[src/rtl/tx_ohi_pkg.sv]
package tx_ohi_pkg;
  // One replacement register entry: hold-off flag and the byte to insert.
  typedef struct packed {
    logic       hold;
    logic [7:0] val;
  } ohreg_t;

  // Register index of an overhead byte: row-major across the overhead columns.
  function automatic int loc_index(input int row, input int col, input int ncols);
    return row * ncols + col;
  endfunction
endpackage

[src/rtl/ohi_locmatch.sv]
module ohi_locmatch #(
  parameter int ROWS       = 9,
  parameter int OHCOLS     = 3,
  parameter int ROW_W      = 4,
  parameter int COL_W      = 2,
  parameter int STS_W      = 6,
  parameter int TARGET_STS = 0,
  localparam int LOCS      = ROWS * OHCOLS
) (
  input  logic             clk,
  input  logic             rst,
  input  logic             valid,
  input  logic             oh,
  input  logic [ROW_W-1:0] row,
  input  logic [COL_W-1:0] col,
  input  logic [STS_W-1:0] sts,
  output logic [LOCS-1:0]  hit_vec
);
  import tx_ohi_pkg::*;

  logic slot_ok;
  assign slot_ok = valid && oh && (sts == STS_W'(TARGET_STS));

  for (genvar r = 0; r < ROWS; r++) begin : g_row
    for (genvar c = 0; c < OHCOLS; c++) begin : g_col
      assign hit_vec[loc_index(r, c, OHCOLS)] =
        slot_ok && (row == ROW_W'(r)) && (col == COL_W'(c));
    end
  end

  // a position selects at most one location
  assert_single_hit_R2: assert property (@(posedge clk) disable iff (rst)
    $onehot0(hit_vec));

  // payload bytes never select a location
  assert_payload_nohit_R4: assert property (@(posedge clk) disable iff (rst)
    (!oh || !valid) |-> (hit_vec == '0));
endmodule

[src/rtl/ohi_regfile.sv]
module ohi_regfile #(
  parameter int LOCS = 27,
  parameter int AW   = 5
) (
  input  logic           clk,
  input  logic           rst,
  input  logic           we,
  input  logic [AW-1:0]  addr,
  input  logic [8:0]     data,
  input  logic [LOCS-1:0] hit_vec,
  output logic           replace,
  output logic [7:0]     sel_val,
  output logic           monitor_on,
  output logic           hit_held
);
  import tx_ohi_pkg::*;

  localparam logic [AW-1:0] CTRL_ADDR = AW'(LOCS);

  ohreg_t regs [LOCS];
  logic   mon_q;

  // Contents survive reset on purpose; software loads them before traffic.
  always_ff @(posedge clk) begin
    if (we && (addr < CTRL_ADDR)) regs[addr] <= ohreg_t'(data);
    if (we && (addr == CTRL_ADDR)) mon_q <= data[0];
  end

  logic any_hit;
  always_comb begin
    sel_val  = '0;
    hit_held = 1'b0;
    any_hit  = 1'b0;
    for (int i = 0; i < LOCS; i++) begin
      if (hit_vec[i]) begin
        sel_val  = sel_val | regs[i].val;
        hit_held = hit_held | regs[i].hold;
        any_hit  = 1'b1;
      end
    end
  end

  assign monitor_on = mon_q;
  assign replace    = any_hit && !hit_held && !mon_q;

  // monitor mode never asks for a replacement
  assert_monitor_blocks_R5: assert property (@(posedge clk) disable iff (rst)
    monitor_on |-> !replace);
endmodule

[src/rtl/tx_oh_insert.sv]
module tx_oh_insert #(
  parameter int ROWS       = 9,
  parameter int OHCOLS     = 3,
  parameter int STS_N      = 48,
  parameter int TARGET_STS = 0,
  localparam int LOCS      = ROWS * OHCOLS,
  localparam int ROW_W     = $clog2(ROWS + 7),
  localparam int COL_W     = $clog2(OHCOLS + 1),
  localparam int STS_W     = $clog2(STS_N),
  localparam int AW        = $clog2(LOCS + 2)
) (
  input  logic             clk,
  input  logic             rst,
  input  logic             in_valid,
  input  logic [7:0]       in_byte,
  input  logic             in_oh,
  input  logic [ROW_W-1:0] in_row,
  input  logic [COL_W-1:0] in_col,
  input  logic [STS_W-1:0] in_sts,
  input  logic             cfg_we,
  input  logic [AW-1:0]    cfg_addr,
  input  logic [8:0]       cfg_data,
  output logic             out_valid,
  output logic [7:0]       out_byte
);
  logic [LOCS-1:0] hit_vec;
  logic            replace;
  logic [7:0]      sel_val;
  logic            monitor_on;
  logic            hit_held;

  ohi_locmatch #(
    .ROWS(ROWS), .OHCOLS(OHCOLS), .ROW_W(ROW_W), .COL_W(COL_W),
    .STS_W(STS_W), .TARGET_STS(TARGET_STS)
  ) u_match (
    .clk(clk), .rst(rst), .valid(in_valid), .oh(in_oh),
    .row(in_row), .col(in_col), .sts(in_sts), .hit_vec(hit_vec)
  );

  ohi_regfile #(.LOCS(LOCS), .AW(AW)) u_regs (
    .clk(clk), .rst(rst), .we(cfg_we), .addr(cfg_addr), .data(cfg_data),
    .hit_vec(hit_vec), .replace(replace), .sel_val(sel_val),
    .monitor_on(monitor_on), .hit_held(hit_held)
  );

  always_ff @(posedge clk) begin
    if (rst) begin
      out_valid <= 1'b0;
      out_byte  <= '0;
    end else begin
      out_valid <= in_valid;
      out_byte  <= replace ? sel_val : in_byte;
    end
  end

  assert_latency_R1: assert property (@(posedge clk) disable iff (rst)
    out_valid == $past(in_valid));

  assert_monitor_pass_R5: assert property (@(posedge clk) disable iff (rst)
    (in_valid && monitor_on) |=> (out_byte == $past(in_byte)));

  assert_payload_pass_R4: assert property (@(posedge clk) disable iff (rst)
    (in_valid && !in_oh) |=> (out_byte == $past(in_byte)));

  assert_hold_pass_R3: assert property (@(posedge clk) disable iff (rst)
    (hit_vec != '0 && hit_held) |=> (out_byte == $past(in_byte)));

  assert_insert_value_R2: assert property (@(posedge clk) disable iff (rst)
    (hit_vec != '0 && !hit_held && !monitor_on) |=> (out_byte == $past(sel_val)));
endmodule

[config.mk]
export PLATFORM = sky130hd
export DESIGN_NAME = tx_oh_insert
export DESIGN_NICKNAME = d
export VERILOG_FILES = /design/src/rtl/tx_ohi_pkg.sv /design/src/rtl/ohi_locmatch.sv /design/src/rtl/ohi_regfile.sv /design/src/rtl/tx_oh_insert.sv
export SDC_FILE = /design/constraint.sdc
export NUM_CORES = 1
export LEC_CHECK = 0
export BUFFER_PORTS_ARGS = -buffer_cell sky130_fd_sc_hd__buf_2
export CAP_MARGIN = 10
export CORE_AREA = 2 2 153 267
export DETAILED_ROUTE_END_ITERATION = 10
export DIE_AREA = 0 0 155 269
export PLACE_DENSITY = 0.41
export SLEW_MARGIN = 10
export SYNTH_ARGS = -nofsm -noshare
export SYNTH_HDL_FRONTEND = slang
export SYNTH_HIERARCHICAL = 1
export SYNTH_SLANG_ARGS = --single-unit
[constraint.sdc]
create_clock -name clk -period 3.3 [get_ports clk]
set_input_delay 0 -clock clk [delete_from_list [all_inputs] [get_ports clk]]
set_output_delay 0 -clock clk [all_outputs]
set_load 0.01 [all_outputs]
Word-level counts from Yosys, hierarchy flattened
Memory sizes are Yosys's and may differ from the RTL's.
Cells that the tools add are included.

word-level totals
  input port bits = 39
  logic and storage cells = 199
  output and inout bits = 9
  memories = 1
  memory bits (writable) = 243
  bits in registers = 10

cells by class
  reductions and logical operators = 47
  equal/unequal tests = 11
  muxes and demuxes = 84
  $lt $le $gt $ge = 1
  bitwise operators = 52

memories
  memory       depth  width  rd ports  clocked after Yosys merged registers in  write ports  line               RTL
  u_regs.regs  27     9      27        0                                        1            ohi_regfile.sv:20  ohreg_t regs [LOCS];

operators by type and width
  kind                                                             number
  8-bit two-way mux                                                28
  8-bit OR                                                         26
  1-bit two-way mux                                                56
  1-bit logical AND                                                42
  1-bit OR                                                         26
  4-bit by 3-bit == test with 1-bit output, second input constant  4
  4-bit by 2-bit == test with 1-bit output, second input constant  2
  6-bit logical NOT                                                1
  5-bit == test, second input constant                             1
  5-bit less-than comparator, second input constant                1
  4-bit by 1-bit == test with 1-bit output, second input constant  1
  4-bit == test, second input constant                             1
  4-bit logical NOT                                                1
  2-bit by 1-bit == test with 1-bit output, second input constant  1
  2-bit == test, second input constant                             1
  1-bit logical NOT                                                2
  2-bit logical NOT                                                1

Longest topological paths before layout
Gate-level depths: netlist of run 1.

  word-level depth = 61
  depth in mapped cells = 12
  gate-level depth less buffers = 8

By module
Netlist of run 1, hierarchy kept.

modules (own cells, without submodules)
  module        sequential area each (µm²)  area each (µm²)  cells each  instances
  ohi_regfile   7,327.0                     9,017.4          477         1
  ohi_locmatch  0.0                         430.4            56          1
  tx_oh_insert  180.2                       312.8            28          1

Least setup slack after synthesis of run 1
Ideal clock, no wire load.

  path kind = in2reg
  start point = input port in_sts[5]
  end point = register out_byte[0]
  setup slack = 1.017 ns
  arrival time = 2.166 ns
  path buffers = 4
  library setup time = 0.116 ns
  stages on the path = 12
  data required time = 3.184 ns
  cells stage by stage = or4_4 -> buf_6 -> buf_6 -> nor4_1 -> clkbuf_1 -> nor4_1 -> nand4_1 -> nor2_1 -> nor4_2 -> buf_6 -> mux2i_1 -> nor2_1

between the ends
  elaborated cells on any way between the ends = 175
  those cells by class = 82 x mux; 52 x bitwise; 41 x reduce/logical

RTL lines
  what                                 line                RTL
  start, declared                      tx_oh_insert.sv:19  input logic [STS_W-1:0] in_sts,
  6-bit logical NOT (*)                ohi_locmatch.sv:22  assign slot_ok = valid && oh && (sts == STS_W'(TARGET_STS));
  1-bit logical AND (*)                ohi_locmatch.sv:22
  1-bit logical AND (*) (2 in series)  ohi_locmatch.sv:27  slot_ok && (row == ROW_W'(r)) && (col == COL_W'(c));
  named net hit_vec[3]                 tx_oh_insert.sv:26  logic [LOCS-1:0] hit_vec;
  1-bit two-way mux                    ohi_regfile.sv:35   if (hit_vec[i]) begin
  1-bit OR                             ohi_regfile.sv:37   hit_held = hit_held | regs[i].hold;
  1-bit two-way mux                    ohi_regfile.sv:35
  1-bit OR                             ohi_regfile.sv:37
  [39 not listed]                      -
  1-bit OR                             ohi_regfile.sv:37
  1-bit two-way mux                    ohi_regfile.sv:35
  1-bit OR                             ohi_regfile.sv:37
  1-bit two-way mux                    ohi_regfile.sv:35
  1-bit logical NOT                    ohi_regfile.sv:44   assign replace = any_hit && !hit_held && !mon_q;
  1-bit logical AND (*) (2 in series)  ohi_regfile.sv:44
  named net replace                    tx_oh_insert.sv:27  logic replace;
  8-bit two-way mux (*)                tx_oh_insert.sv:52  out_byte <= replace ? sel_val : in_byte;
  end signal, assigned                 tx_oh_insert.sv:52
  end, declared                        tx_oh_insert.sv:24  output logic [7:0] out_byte

Mark *: on every way through the listed nets, which the timed path passes. The rest lies on a longest branch.
A chain may end at the register's enable or synchronous reset.

Worst setup path after layout of run 1
  start point = input port in_valid
  end point = register out_byte[7]

between the ends
  elaborated cells on any way between the ends = 175
  those cells by class = 82 x mux; 52 x bitwise; 41 x reduce/logical

RTL lines
  what                                 line                RTL
  start, declared                      tx_oh_insert.sv:14  input logic in_valid,
  1-bit logical AND (*) (2 in series)  ohi_locmatch.sv:22
  1-bit logical AND (*) (2 in series)  ohi_locmatch.sv:27
  named net hit_vec[9]                 tx_oh_insert.sv:26
  1-bit two-way mux                    ohi_regfile.sv:35
  1-bit OR                             ohi_regfile.sv:37
  1-bit two-way mux                    ohi_regfile.sv:35
  1-bit OR                             ohi_regfile.sv:37
  1-bit two-way mux                    ohi_regfile.sv:35
  [26 not listed]                      -
  1-bit OR                             ohi_regfile.sv:37
  1-bit two-way mux                    ohi_regfile.sv:35
  1-bit OR                             ohi_regfile.sv:37
  1-bit two-way mux                    ohi_regfile.sv:35
  1-bit logical NOT                    ohi_regfile.sv:44
  1-bit logical AND (*) (2 in series)  ohi_regfile.sv:44
  named net replace                    tx_oh_insert.sv:27
  8-bit two-way mux (*)                tx_oh_insert.sv:52

Marked as above.

==> results of run 1 <==
## worst max-delay path: stages
cell and delay [ns]:
dlygate4sd3_1 0.53, buf_2 0.12, nand4bb_1 0.10, clkbuf_8 0.30
nor4_2 0.09, buf_4 0.24, a222oi_1 0.66, nand4_1 0.25
nor4_2 0.26, buf_4 0.24, mux2i_1 0.20, nor2_1 0.05
dlygate4sd3_1 0.54
## final timing paths
path / start / endpoint / slack (ns) / depth (start not counted)
worst max register to register: u_regs/regs[9][8] / out_byte[7] / 0.65 / 7
worst max-delay path: in_valid / out_byte[7] / 0.11 / 13
worst min register to register: u_regs/regs[17][5] / out_byte[5] / 0.72 / 5
worst min-delay path: cfg_data[3] / u_regs/regs[25][3] / 0.01 / 1
## routing by layer
metal	part of all wire, %	up-vias	GRT usage, %	wire (um)
li1	-	2561	-	-
met3	4.9	59	1.945	1662
met5	0	-	0	0
met2	54	271	30.50	18160
met1	37	3121	18.13	12510
met4	4.0	0	6.932	1344
## registers in the layout (all words and copies together) (netlist names)
signal	count
out_byte	8
out_valid	1
u_regs/monitor_on	1
u_regs/regs	243
## report_power, final
group          total (uW)  internal [uW]  switching (uW)
combinational         182           53.9             128
clock                2440           1280            1150
sequential           3570           3560            11.1
total                6190           4900            1290
## through the flow
stage | setup slack, ns | area (sq um)
6_report | 0.1096 | 11740
5_1_grt | 0.01409 | 11740
4_1_cts | 0.01428 | 11740
3_5_place_dp | 0.5337 | 10900
3_3_place_gp | 0.5490 | 10900
2_1_floorplan | 1.017 | 9754
## placed cells by master (no fill, tap or decap), types with 2 or more instances in the layout
| master | count |
|---|---|
| a221oi_2 | 13 |
| a222oi_1 | 9 |
| a22o_1 | 13 |
| a22oi_1 | 82 |
| buf_2 | 47 |
| buf_4 | 55 |
| clkbuf_1 | 3 |
| clkbuf_16 | 23 |
| clkinv_1 | 7 |
| clkinv_2 | 6 |
| dfxtp_1 | 9 |
| dlygate4sd3_1 | 17 |
| edfxtp_1 | 244 |
| inv_6 | 2 |
| mux2i_1 | 8 |
| nand2_1 | 2 |
| nand2b_1 | 2 |
| nand3_1 | 3 |
| nand3b_1 | 3 |
| nand4_1 | 27 |
| nand4b_1 | 4 |
| nand4bb_1 | 3 |
| nor2_1 | 37 |
| nor4_1 | 6 |
| nor4_2 | 28 |
| or3_1 | 10 |
| or3b_2 | 2 |
| or4b_2 | 3 |
| or4bb_1 | 2 |
## cell type report
class                           count  area (sq um)
Clock buffer                       26         586.8
Clock inverter                     16         81.33
Fill cell                        3882         27940
Multi-Input combinational cell    265          2116
Sequential cell                   253          7507
Tap cell                          495         619.3
Timing Repair Buffer              120         832.0
## timing repair
| item | CTS | global route |
|---|---|---|
| endpoints found under the setup margin | 0 | 1 |
| hold buffers | 17 | 0 |
| endpoints found under the hold margin | 110 | 0 |
| gates resized for setup | 0 | 2 |
==> flow_summary_export.csv, run 1 <==
group,metric,value,unit
critical_path,crit_type,"in -> reg",
cts,clock_path_buffers,3,
routing,drc,0,
grt,first_global_vias,6117,
floorplanning,io_pins,48,
floorplanning,die_h,269,um
cells_and_area,final_nets,702,
pwr,ir_worst_vdd,326.6,uV
cts,cts_root_buf,"clkbuf_16",
cts,cts.clk_slew.worst_paths,0.06,ns
run_status,outcome,"complete, no violations",
timing,hold_viol,0,
place,place.port_buffers,47,
grt,grt_max_degree,29,
routing,antenna_left,0,
pwr,power_density,527.2,nW/um^2
flow_run,cap_violations,0,
floorplanning,core,39690,sq um
cells_and_area,antenna_cells,0,
cts,cts_buffers,23,
yosys,syn_area,9754,sq um
pwr,p_leak,0.003669,uW
yosys,yosys_warnings,6,
place,dpl.hpwl,23.29,mm
floorplanning,initial_core_util,24.58,%
timing,tns,0,ns
routing,firstDrtPassIters,7,
grt,grt_first_pass_wirelength,47.04,mm
timing,worst_pin_slew,1.207,ns
routing,vias,6012,
timing,hold_ws,0.01494,ns
routing,routed_wl,33.68,mm
timing,setup_viol,0,
cells_and_area,final_core_util,29.59,%
floorplanning,num_rows,97,
timing,fmax,313.4,MHz
cts,cts_tree,"built",
timing,drv_slew,0,
timing,relSlewSlack,19.25,%
critical_path,critPathCaptureType,"flop",
critical_path,worst-path-max-fanout,27,
cts,insertion_delay,0.53,ns
grt,antenna_found_initial,0,
timing,clock_skew,0.02328,ns
worst_hold_path,hold_path.class,"in -> reg",
critical_path,cp-start-kind,"input port",
cells_and_area,area_growth,20.38,%
cts,htreeDepth,1,
critical_path,crit_required,3.72,ns
cells_and_area,final_layout_size_suffix_gt1_share,27.35,%
grt,grtUsageTotal,16.14,%
timing,rsz0062_at_grt,"no",
floorplanning,die_x,155,um
pwr,power,6190,uW
grt,overflow,0,
yosys,syn_area_per_cell,17.42,sq um
routing,drt_iter0_drc,619,
yosys,netlist_instances,560,
cts,cts_setup_buffers,0,
cts,clock_sinks,253,
timing,layout_min_cycle_time,3.190,ns
critical_path,arrival,3.61,ns
timing,fin_crit_sh,96.68,%
place,dp.cells,1116,
routing,wire_per_inst,28.66,um
routing,post_drt_via_cell_ratio,5.117,
floorplanning,die_area,41700,sq um
place,gp_congestion,0.8387,
yosys,syn_nets,599,
cells_and_area,layoutNonFillerInstCount,1175,
No activity file was read; power rests on OpenSTA's default activity.
==> run 2, diff against run 1 <==
--- a/config.mk
+++ b/config.mk
@@ -5,14 +5,15 @@
 export SDC_FILE = /design/constraint.sdc
 export NUM_CORES = 1
 export LEC_CHECK = 0
+export ABC_CLOCK_PERIOD_IN_PS = 3300
 export BUFFER_PORTS_ARGS = -buffer_cell sky130_fd_sc_hd__buf_2
 export CAP_MARGIN = 10
-export CORE_AREA = 2 2 153 267
+export CORE_AREA = 2 2 154 270
+export CTS_CLUSTER_DIAMETER = 60
 export DETAILED_ROUTE_END_ITERATION = 10
-export DIE_AREA = 0 0 155 269
+export DIE_AREA = 0 0 156 272
 export PLACE_DENSITY = 0.41
 export SLEW_MARGIN = 10
 export SYNTH_ARGS = -nofsm -noshare
 export SYNTH_HDL_FRONTEND = slang
-export SYNTH_HIERARCHICAL = 1
 export SYNTH_SLANG_ARGS = --single-unit
==> run 2 against run 1 <==
Effect of this change:
- synthesized cell count grew 12%
- first-iteration DRC count is 15% lower
- final cell count increased by 4.2%
- count of clock-buffer cells in the layout increased by 1
==> flow_summary_export.csv, run 2 <==
group,metric,value,unit
run_status,outcome,"complete, no violations",
critical_path,reg2regPathDepth,7,
place,dpl.hpwl,24.90,mm
pwr,p_leak,0.003677,uW
flow_run,cap_violations,0,
place,gp_congestion,0.8812,
place,place.port_buffers,47,
cells_and_area,fin_area,11910,sq um
floorplanning,die_area,42430,sq um
routing,drc,0,
timing,hold_viol,0,
yosys,synth_cell_types,60,
timing,tns,0,ns
cells_and_area,layoutNonFillerInstCount,1224,
timing,fmax,379.8,MHz
critical_path,crit_type,"reg -> reg",
floorplanning,die_h,272,um
cts,clock_path_buffers,3,
floorplanning,initial_core_util,24.70,%
cells_and_area,top_register,"u_regs.regs",
cells_and_area,final_nets,747,
critical_path,critPathCaptureType,"flop",
routing,wire_per_inst,30.24,um
critical_path,cp-startpoint,"u_regs.regs[3][8]",
cts,insertion_delay,0.54,ns
floorplanning,num_rows,98,
cells_and_area,multi_input_area,2316,sq um
yosys,synth_top_flop_cell,"edfxtp_1",
timing,rsz0062_at_grt,"no",
grt,grt_first_pass_wirelength,51.12,mm
pwr,clockPowerShare,42.2,%
worst_hold_path,hold_path.class,"in -> reg",
timing,setup_viol,0,
timing,clock_skew,0.01726,ns
yosys,synth_commonest_cells,"edfxtp_1, a22oi_1, nor2_1, nand2_1, a21oi_1",
timing,relSlewSlack,21.20,%
pwr,power_frac_seq,52.9,%
cts,cts_root_buf,"clkbuf_16",
yosys,ys_seq_elements,253,
pwr,ir_worst_vdd,294.9,uV
yosys,async_flop_share,0,%
routing,routed_wl,37.01,mm
cells_and_area,final_common_cell,"edfxtp_1",
critical_path,crit_required,3.72,ns
yosys,yosysTopAreaCell,"edfxtp_1",
timing,layout_min_cycle_time,2.633,ns
critical_path,worst-path-max-fanout,6,
critical_path,rr_startpoint,"u_regs.regs[3][8]",
cells_and_area,reg_top3,"u_regs.regs x243, out_byte x8",
routing,drt_iter0_drc,525,
pwr,switching_power,1475,uW
worst_hold_path,worstHoldStart,"cfg_data[0]",
cells_and_area,antenna_cells,0,
yosys,yosys_warnings,0,
cells_and_area,fillers,3983,
yosys,syn_nets,667,
pwr,p_comb_share,4.9,%
grt,antenna_found_initial,0,
routing,antenna_left,0,
place,place_area,10990,sq um
yosys,synth-edff-count,244,
yosys,synth_seq_area_share,75.34,%
cells_and_area,layout_common_cells,"edfxtp_1, a22oi_1, buf_2, buf_4, nor2_1",
cts,clock_sinks,253,
cells_and_area,regArea,7507,sq um
cts,htreeDepth,1,
cells_and_area,area_growth,19.51,%
place,dp.cells,1170,
routing,post_drt_via_cell_ratio,5.178,
critical_path,crit_top_cell,"and3_1",
floorplanning,core,40340,sq um
routing,vias,6338,
grt,grt_max_degree,29,
grt,overflow,0,
critical_path,r2r-end,"out_byte[0]",
critical_path,crit_chain,"mux2_1 > and3_1 > nor4_1 > o2111a_2 > and3_1 > a211oi_1 > dlygate4sd3_1",
yosys,yosysMostFrequentCell,"edfxtp_1",
yosys,synth_top_area_share,73.53,%
cts,cts_tree,"built",
critical_path,cp-start-kind,"flop",
critical_path,max_stage_delay,0.56,ns
yosys,syn_area,9965,sq um
cts,cts_setup_buffers,0,
critical_path,crit_path_end,"out_byte[0]",
cells_and_area,largest_reg_flops,243,
grt,grtUsageTotal,17.40,%
grt,first_global_vias,6385,
yosys,syn_area_per_cell,15.87,sq um
cts,postCtsHoldBufs,12,
critical_path,cp_slowest_cell,"dlygate4sd3_1",
cells_and_area,final_layout_size_suffix_gt1_share,20.72,%
timing,fin_crit_sh,79.78,%
timing,drv_slew,0,
floorplanning,die_x,156,um
routing,firstDrtPassIters,6,
yosys,netlist_instances,628,
pwr,p_sw_share,21.84,%
yosys,ys_top_cells_by_area,"edfxtp_1, a22oi_1, dfxtp_1, nor2_1, a222oi_1",
critical_path,r2r_setup_slack,0.67,ns
timing,worst_pin_slew,1.178,ns
cts,cts_resized,0,
pwr,p_int,5278,uW
floorplanning,io_pins,48,
critical_path,arrival,3.06,ns
pwr,power_density,567.1,nW/um^2
cts,cts_buffers,24,
cts,cts.clk_slew.worst_paths,0.07,ns
-- run 2: final cells by class --
| type | instances | share of cell area, % |
|---|---|---|
| sequential | 253 | 63.04 |
| multi-input combinational | 329 | 19.45 |
| timing repair buffer | 97 | 5.484 |
| clock buffer | 27 | 5.316 |
| tap | 500 | 5.253 |
| clock inverter | 15 | 1.366 |
| inverter | 3 | 0.09456 |
-- run 2: layer usage --
| layer | track usage (%) | part of all wire [%] |
|---|---|---|
| met2 | 31.90 | 53 |
| met1 | 19.86 | 37 |
| met3 | 1.782 | 4.3 |
| met5 | 0 | 0 |
| met4 | 8.812 | 5.3 |
-- run 2: how the worst min path moves through the flow --
stage                                    end  slack, ns  cells past startpoint
after floorplan            u_regs.monitor_on        0.1                      0
after detailed placement           out_valid       0.24                      2
final                      u_regs.regs[4][0]      0.003                      1
after global placement             out_valid       0.24                      2
after global routing      u_regs.regs[25][6]       0.03                      1
after CTS                  u_regs.monitor_on      0.002                      3
-- run 2: worst max-delay path: cells and delay by family, from the launching register on --
family                 cells  cell delay [ns]
AOI/OAI and AO/OA          2             0.42
buffers and inverters      1             0.56
muxes                      1             0.29
and+or+nand+nor            3             0.86
DFF                        1             0.40
-- run 2: cell families (layout without fill, tap and decap cells) --
kind of cell / count (synthesis) / after routing / synth area share, %
flops: 253 / 253 / 75.34
compound gates: 159 / 159 / 11.95
simple gates: 152 / 152 / 8.476
buf+inv: 46 / 142 / 2.260
mux: 18 / 18 / 1.971
-- run 2: metrics by stage --
stage / hold WS (ns) / worst slack, ns / total power [uW] / utilization [%]
after floorplan: 0.09887 / 1.326 / 3772 / -
after global placement: 0.2442 / 0.6082 / 3966 / 27.24
after detailed placement: 0.2398 / 0.5817 / 3965 / 27.25
after CTS: 0.002089 / 0.6652 / 6806 / 29.52
after global routing: 0.02769 / 0.5465 / 6927 / 29.52
final: 0.003025 / 0.6672 / 6753 / 29.52
-- run 2: power groups by stage --
| stage | registers, uW | clock network (uW) | logic [uW] |
|---|---|---|---|
| after floorplan | 3640 | 0 | 130 |
| after global placement | 3650 | 0 | 321 |
| after detailed placement | 3640 | 0 | 321 |
| after CTS | 3570 | 2900 | 332 |
| after global routing | 3580 | 3000 | 349 |
| final | 3570 | 2850 | 329 |
